## src/rtl/glitch_filter.sv

```systemverilog
module glitch_filter #(
  parameter int SYNC_STAGES = 2
) (
  input  logic       clk,
  input  logic       rst_n,
  input  logic       raw_in,
  input  logic [1:0] div_sel,
  input  logic [3:0] filt_code,
  output logic       filt_out,
  output logic       rise_pulse,
  output logic       fall_pulse
);
  localparam int PC_W  = 5;
  localparam int RUN_W = 4;

  logic [SYNC_STAGES-1:0] sync_q;
  logic                   s_in;
  logic [1:0]             dts_log;
  logic [2:0]             div_log;
  logic [PC_W:0]          period_m1;
  logic [PC_W-1:0]        pc;
  logic                   tick;
  logic [RUN_W-1:0]       n_need, run_cnt, run_nx;
  logic                   last_samp, bypass, next_out;

  assign s_in      = sync_q[SYNC_STAGES-1];
  assign dts_log   = (div_sel == 2'd0) ? 2'd0 : (div_sel == 2'd1) ? 2'd1 : 2'd2;
  assign div_log   = {1'b0, dts_log} + {1'b0, filt_code[3:2]};
  assign period_m1 = (6'd1 << div_log) - 6'd1;
  assign tick      = ({1'b0, pc} >= period_m1);
  assign n_need    = {1'b0, filt_code[1:0], 1'b0} + 4'd2;
  assign bypass    = (filt_code == 4'd0);

  always_comb begin
    if (s_in != last_samp)     run_nx = 4'd1;
    else if (run_cnt >= n_need) run_nx = run_cnt;
    else                        run_nx = run_cnt + 4'd1;
  end

  assign next_out = bypass ? s_in :
                    (tick && run_nx >= n_need) ? s_in : filt_out;

  always_ff @(posedge clk) begin
    if (!rst_n) begin
      sync_q     <= '0;
      pc         <= '0;
      run_cnt    <= '0;
      last_samp  <= 1'b0;
      filt_out   <= 1'b0;
      rise_pulse <= 1'b0;
      fall_pulse <= 1'b0;
    end else begin
      sync_q     <= {sync_q[SYNC_STAGES-2:0], raw_in};
      pc         <= tick ? '0 : pc + 1'b1;
      filt_out   <= next_out;
      rise_pulse <= next_out & ~filt_out;
      fall_pulse <= ~next_out & filt_out;
      if (tick) begin
        last_samp <= s_in;
        run_cnt   <= run_nx;
      end
    end
  end
endmodule

```

## config.mk

```make
export PLATFORM = sky130hd
export DESIGN_NAME = glitch_filter
export DESIGN_NICKNAME = d
export VERILOG_FILES = /design/src/rtl/glitch_filter.sv
export SDC_FILE = /design/constraint.sdc
export NUM_CORES = 1
export LEC_CHECK = 0
export ABC_CLOCK_PERIOD_IN_PS = 3700
export BUFFER_PORTS_ARGS = -buffer_cell sky130_fd_sc_hd__buf_2
export CAP_MARGIN = 20
export CORE_MARGIN = 1
export CORE_UTILIZATION = 55
export DETAILED_ROUTE_END_ITERATION = 7
export PLACE_DENSITY = 0.78
export SYNTH_ARGS = -nofsm -noshare
export SYNTH_HDL_FRONTEND = slang
export SYNTH_SLANG_ARGS = --single-unit
```

## constraint.sdc

```tcl
create_clock -name clk -period 3.7 [get_ports clk]
set_input_delay 0.185 -clock clk [delete_from_list [all_inputs] [get_ports clk]]
set_output_delay 0.185 -clock clk [all_outputs]
set_load 0.02 [all_outputs]
```

Word level (Yosys, flattened, before mapping)
Cells that the tools add are included.
{ "totals": {"register_bits": 15, "wordCells": 33, "output_inout_bits": 3} }
{ "op_classes": {"add_sub_neg": 5, "shift": 1, "eq_ne": 2, "n_reduce_logical": 4, "bitwise": 5, "order_cmp": 3, "muxes": 6} }
{ "ops": {"columns": ["cell", "n"], "rows": [
  ["$ge 4x4->1", 2],
  ["$mux 4", 2],
  ["$ge 5x6->1", 1],
  ["$shl 1x3->6 const A", 1],
  ["$sub 6x1->6 const B", 1],
  ["$add 5x1->5 const B", 1],
  ["$add 3x2->4 const B", 1],
  ["$add 4x1->4 const B", 1],
  ["$logic_not 4->1", 1],
  ["$mux 2", 2],
  ["$add 2x2->3", 1],
  ["$not 1->1", 3],
  ["$and 1x1->1", 2],
  ["$eq 2x1->1 const B", 1],
  ["$logic_not 2->1", 1],
  ["$mux 1", 2],
  ["$reduce_or 2->1", 1],
  ["$logic_and 1x1->1", 1],
  ["$ne 1x1->1", 1]
]} }

Longest topological paths before layout
{ "logic_depth": {"word_depth": 12, "depth_mapped": 17, "ltp_nobuf": 17} }

Worst setup path after synthesis
No wires, ideal clock.
{ "synth_timing": {"kind": "input -> register", "from": "input port div_sel[0]", "to": "register filt_out", "slack_ps": 382, "stages": 17, "arrival_ps": 3246, "setup_ps": 72, "path_cell_list": "nor2b_1 and2_1 fa_1 nor2_1 nand2_1 ha_1 nor2_1 nand2_1 a21oi_1 a31oi_1 ha_1 and2_1 o21a_1 a41oi_4 o21ai_0 a31oi_1 mux2i_1"} }
{ "synth_via": {"elab_chain_len": 10, "elab_cells_between_ends": 11, "cone_classes": "2 x add/sub; 1 x order compare; 1 x eq/ne; 1 x shift; 4 x mux; 2 x reduce/logical"} }
{ "synth_rtl": {"columns": ["item", "line", "source"], "rows": [
  ["start, declared", "7", "input logic [1:0] div_sel,"],
  ["$eq 2x1->1", "27", "assign dts_log = (div_sel == 2'd0) ? 2'd0 : (div_sel == 2'd1) ? 2'd1 : 2'd2;"],
  ["$mux 2", "27", null],
  ["$mux 2 *", "27", null],
  ["$add 2x2->3 *", "28", "assign div_log = {1'b0, dts_log} + {1'b0, filt_code[3:2]};"],
  ["$shl 1x3->6 *", "29", "assign period_m1 = (6'd1 << div_log) - 6'd1;"],
  ["$sub 6x1->6 *", "29", null],
  ["$ge 5x6->1 *", "30", "assign tick = ({1'b0, pc} >= period_m1);"],
  ["$logic_and 1x1->1 *", "41", "(tick && run_nx >= n_need) ? s_in : filt_out;"],
  ["$mux 1 *", "41", null],
  ["$mux 1 *", "40", "assign next_out = bypass ? s_in :"],
  ["end signal, assigned", "55", "filt_out <= next_out;"],
  ["end, declared", "9", "output logic filt_out,"]
]} }
Every way passes the cells marked *; elsewhere a longest branch is shown, timed or not.
A chain may end at the register's enable or synchronous reset.

Final worst setup path
{ "layout_timing": {"from": "input port div_sel[1]", "to": "register filt_out"} }
The elaborated chain is that of the path after synthesis.

==> results.md <==
- Worst path arrival time: between 3000 and 4000 ps
- Die Span Y: between 40 and 50 µm
- First-pass GRT wire length: 3310 µm
- Final net count: 164
- Largest net degree at the start of global routing: 12
- CTS H-tree depth: 1
- Mapped Area: 1080 µm²
- Register clock-pin slew on the reported worst setup and hold paths: 80 ps
- Final period utilization: 0.913
- Setup TNS Final: 0 ps
- Ant. Diodes: 0
- Synth Area in Compound Gates: 0.191
- Startpoint Class: primary input
- Synth Area in Adders: 0.205
- CP required: 3910 ps
- Die Footprint: approximately 2100 µm²
- Final Skew: between 10 and 15 ps
- Peak VDD IR: between 0.15 and 0.2 mV
- Skew-Pair Late Insertion Delay: 290 ps
- Gate Count Post-Synth: between 100 and 150
- CTS tree: yes
- Synth warn: 0
- Clock Tree Root: clkbuf_4
- Tmin final: around 3400 ps
- Clock sink count: 15
- Endpoints failing setup: 0
- Syn Area/Cell: between 8 and 9 µm²
- Leak: between 0.5 and 0.6 nW
- Pwr Density: around 340 nW/µm²
- Slew Viols, Final: 0
- RSZ-0062 raised after global routing: false
- PnR worst setup slack: roughly 320 ps
- Area Overhead vs Synth: 11.0%
- Port Buffer Count: 11
- Synth Area in XOR/XNOR: 0.0733
- Row Count: 15
- Core area: ~1800 µm²
- Crit. End Element: flip-flop
- Total Power: a little over 0.4 mW
- Clock tree buffer depth: 2
- Slowest cell on crit path: fa_1
- Vias post-DR: approximately 890
- Yosys reg bits: 15
- Filler cells: roughly 160
- Setup CP Type: in -> reg
- Library cells used by synthesis: 33
- Wire per inst: roughly 13 µm
- Detailed-route DRC error count: 0
- Die Wd: about 46 µm
- Post-Syn Nets: 149
- GRT overflow: 0
- CP Buf/Inv Count: 1
- Max-cap viol count: 0
- Initial drt markers: 7
- Post-Synth Simple-Gate Area: 0.195
- FMAX: between 0.2 and 0.3 GHz
- I/O pin count: 12
- Vias in the first global route: 823
- Minimum setup slack after placement: -9.46 ps
- GRT Resource Usage Total: 0.226
- Critical Path, Cell by Cell: buf_2 > nor2b_1 > and2_1 > fa_1 > nor2_1 > nand2_1 > ha_1 > nor2_1 > nand2_1 > a21oi_1 > a31oi_1 > ha_1 > and2_1 > o21a_1 > a41oi_4 > o21ai_0 > a31oi_2 > mux2i_1
- Status: completed
- Clock buffer count from CTS: 3
- Total iterations of the first detailed-routing run: 4
- RePlAce Congestion: 0.779
- Ratio of cells with drive above 1 in the final layout: 0.153
- Reg2reg setup slack: roughly 660 ps
- Post-DRT Antenna Nets: 0
- Worst slew margin: 0.550
- Initial Util: 0.604
- Mux contribution to synthesized area: 0.0186
- Actual slew at the worst max-slew pin: 673 ps
- Final wirelength: between 2000 and 2500 µm
- Sequential area share after synthesis: 0.279
- Initial antenna violation count: 0
- CP top delay family: compound AO/OA/AOI/OAI gates
- Largest stage delay on the critical path: around 500 ps
- DP Wirelength: roughly 1700 µm
- Final Hold Fails: 0
- Drt via density: ~5.5
- Hold crit path type: in -> reg
- Main combinational cell family by area after synthesis: adder cells
- Crit-path max FO: 9
==> Yosys cell counts <==
| master | count | share of area |
|---|---|---|
| fa_1 | 1 | 0.019 |
| or2_2 | 1 | 0.0058 |
| and2_1 | 4 | 0.023 |
| o21a_1 | 3 | 0.021 |
| dfxtp_1 | 15 | 0.28 |
| and3_1 | 1 | 0.0058 |
| a41oi_4 | 1 | 0.026 |
| nand2_1 | 13 | 0.045 |
| ha_1 | 16 | 0.19 |
| a211oi_4 | 1 | 0.019 |
| o21ai_0 | 5 | 0.023 |
| a21oi_2 | 1 | 0.0081 |
| nor2b_1 | 2 | 0.012 |
| or4_1 | 2 | 0.014 |
| nand2b_1 | 3 | 0.017 |
| nor2_1 | 11 | 0.038 |
| a211o_2 | 1 | 0.0093 |
| a41oi_1 | 1 | 0.0081 |
| nor3_1 | 2 | 0.0093 |
| mux2i_1 | 2 | 0.019 |
| xnor2_1 | 3 | 0.024 |
| a21oi_1 | 3 | 0.014 |
| a41o_1 | 1 | 0.0093 |
| xor2_1 | 6 | 0.049 |
| inv_1 | 9 | 0.031 |
| a31oi_1 | 3 | 0.017 |
| a21o_1 | 1 | 0.0070 |
| a21boi_0 | 2 | 0.014 |
| a32oi_1 | 1 | 0.0081 |
| nand3_1 | 4 | 0.019 |
| a21boi_1 | 1 | 0.0070 |
| clkbuf_1 | 2 | 0.0070 |
| nand4_1 | 1 | 0.0058 |
==> per-layer routing <==
layer | GRT usage | wire [µm] | share of wire | up-vias
li1 | - | - | - | 454
met3 | 0.0824 | 70 | 0.034 | 8
met5 | 0 | 0 | 0 | -
met2 | 0.394 | 1090 | 0.52 | 16
met4 | 0.129 | 64 | 0.031 | 0
met1 | 0.229 | 858 | 0.41 | 408
==> state kept, by name (all words and copies together) (netlist names) <==
register / cells
fall_pulse: 1
filt_out: 1
sync_q: 2
rise_pulse: 1
pc: 5
last_samp: 1
run_cnt: 4
==> report_power, final <==
group	switching (mW)	internal, mW	total (mW)
clock network	0.0535	0.0419	0.0954
logic	0.0722	0.0581	0.130
registers	0.0107	0.170	0.181
==> metrics by stage <==
step	cell area (µm²)	util	hold slack, ps	cells
final	1190	0.670	107	162
after global routing	1190	0.670	99.0	162
after CTS	1190	0.667	97.0	162
after detailed placement	1160	0.652	395	158
after global placement	1160	0.652	391	158
after floorplan	1080	-	312	123
==> logic make-up (layout without fill, tap and decap cells) <==
| family | Yosys count | count (layout) |
|---|---|---|
| and+or+nand+nor | 44 | 44 |
| AOI/OAI and AO/OA | 25 | 25 |
| adders and majority gates | 17 | 17 |
| DFF | 15 | 15 |
| buffers and inverters | 11 | 25 |
| xor gates and xnor gates | 9 | 9 |
| muxes | 2 | 2 |
==> cell type report <==
cell class,count,area [µm²],area share
clock buffer,4,26.3,0.0220
inverter,9,33.8,0.0283
multi-input combinational,97,741,0.620
sequential,15,300,0.251
tap,25,31.3,0.0262
timing repair buffer,12,62.6,0.0524
==> cell usage in the layout, fill, tap and decap left out, drive strengths merged <==
master / n
a211o: 1
a211oi: 1
a21boi: 3
a21o: 1
a21oi: 4
a31oi: 3
a32oi: 1
a41o: 1
a41oi: 2
and2: 4
and3: 1
buf: 12
clkbuf: 4
dfxtp: 15
fa: 1
ha: 16
inv: 9
mux2i: 2
nand2: 13
nand2b: 3
nand3: 4
nand4: 1
nor2: 11
nor2b: 2
nor3: 2
o21a: 3
o21ai: 5
or2: 1
or4: 2
xnor2: 3
xor2: 6
==> timing repair <==
| item | 4_1_cts | 5_1_grt |
|---|---|---|
| endpoints found under the hold margin | 0 | 0 |
| setup endpoints to repair | 0 | 1 |
| buffers inserted | 0 | 0 |
| gates resized for setup | 0 | 1 |
| hold buffers | 0 | 0 |
==> path summary, 6_finish.rpt <==
kind	from	to	cells after the start
hold / removal	raw_in	sync_q[0]	2
hold reg to reg	filt_out	rise_pulse	1
setup reg to reg	run_cnt[1]	filt_out	14
setup / recovery	div_sel[1]	filt_out	18
(Power assumes the default switching activity.)
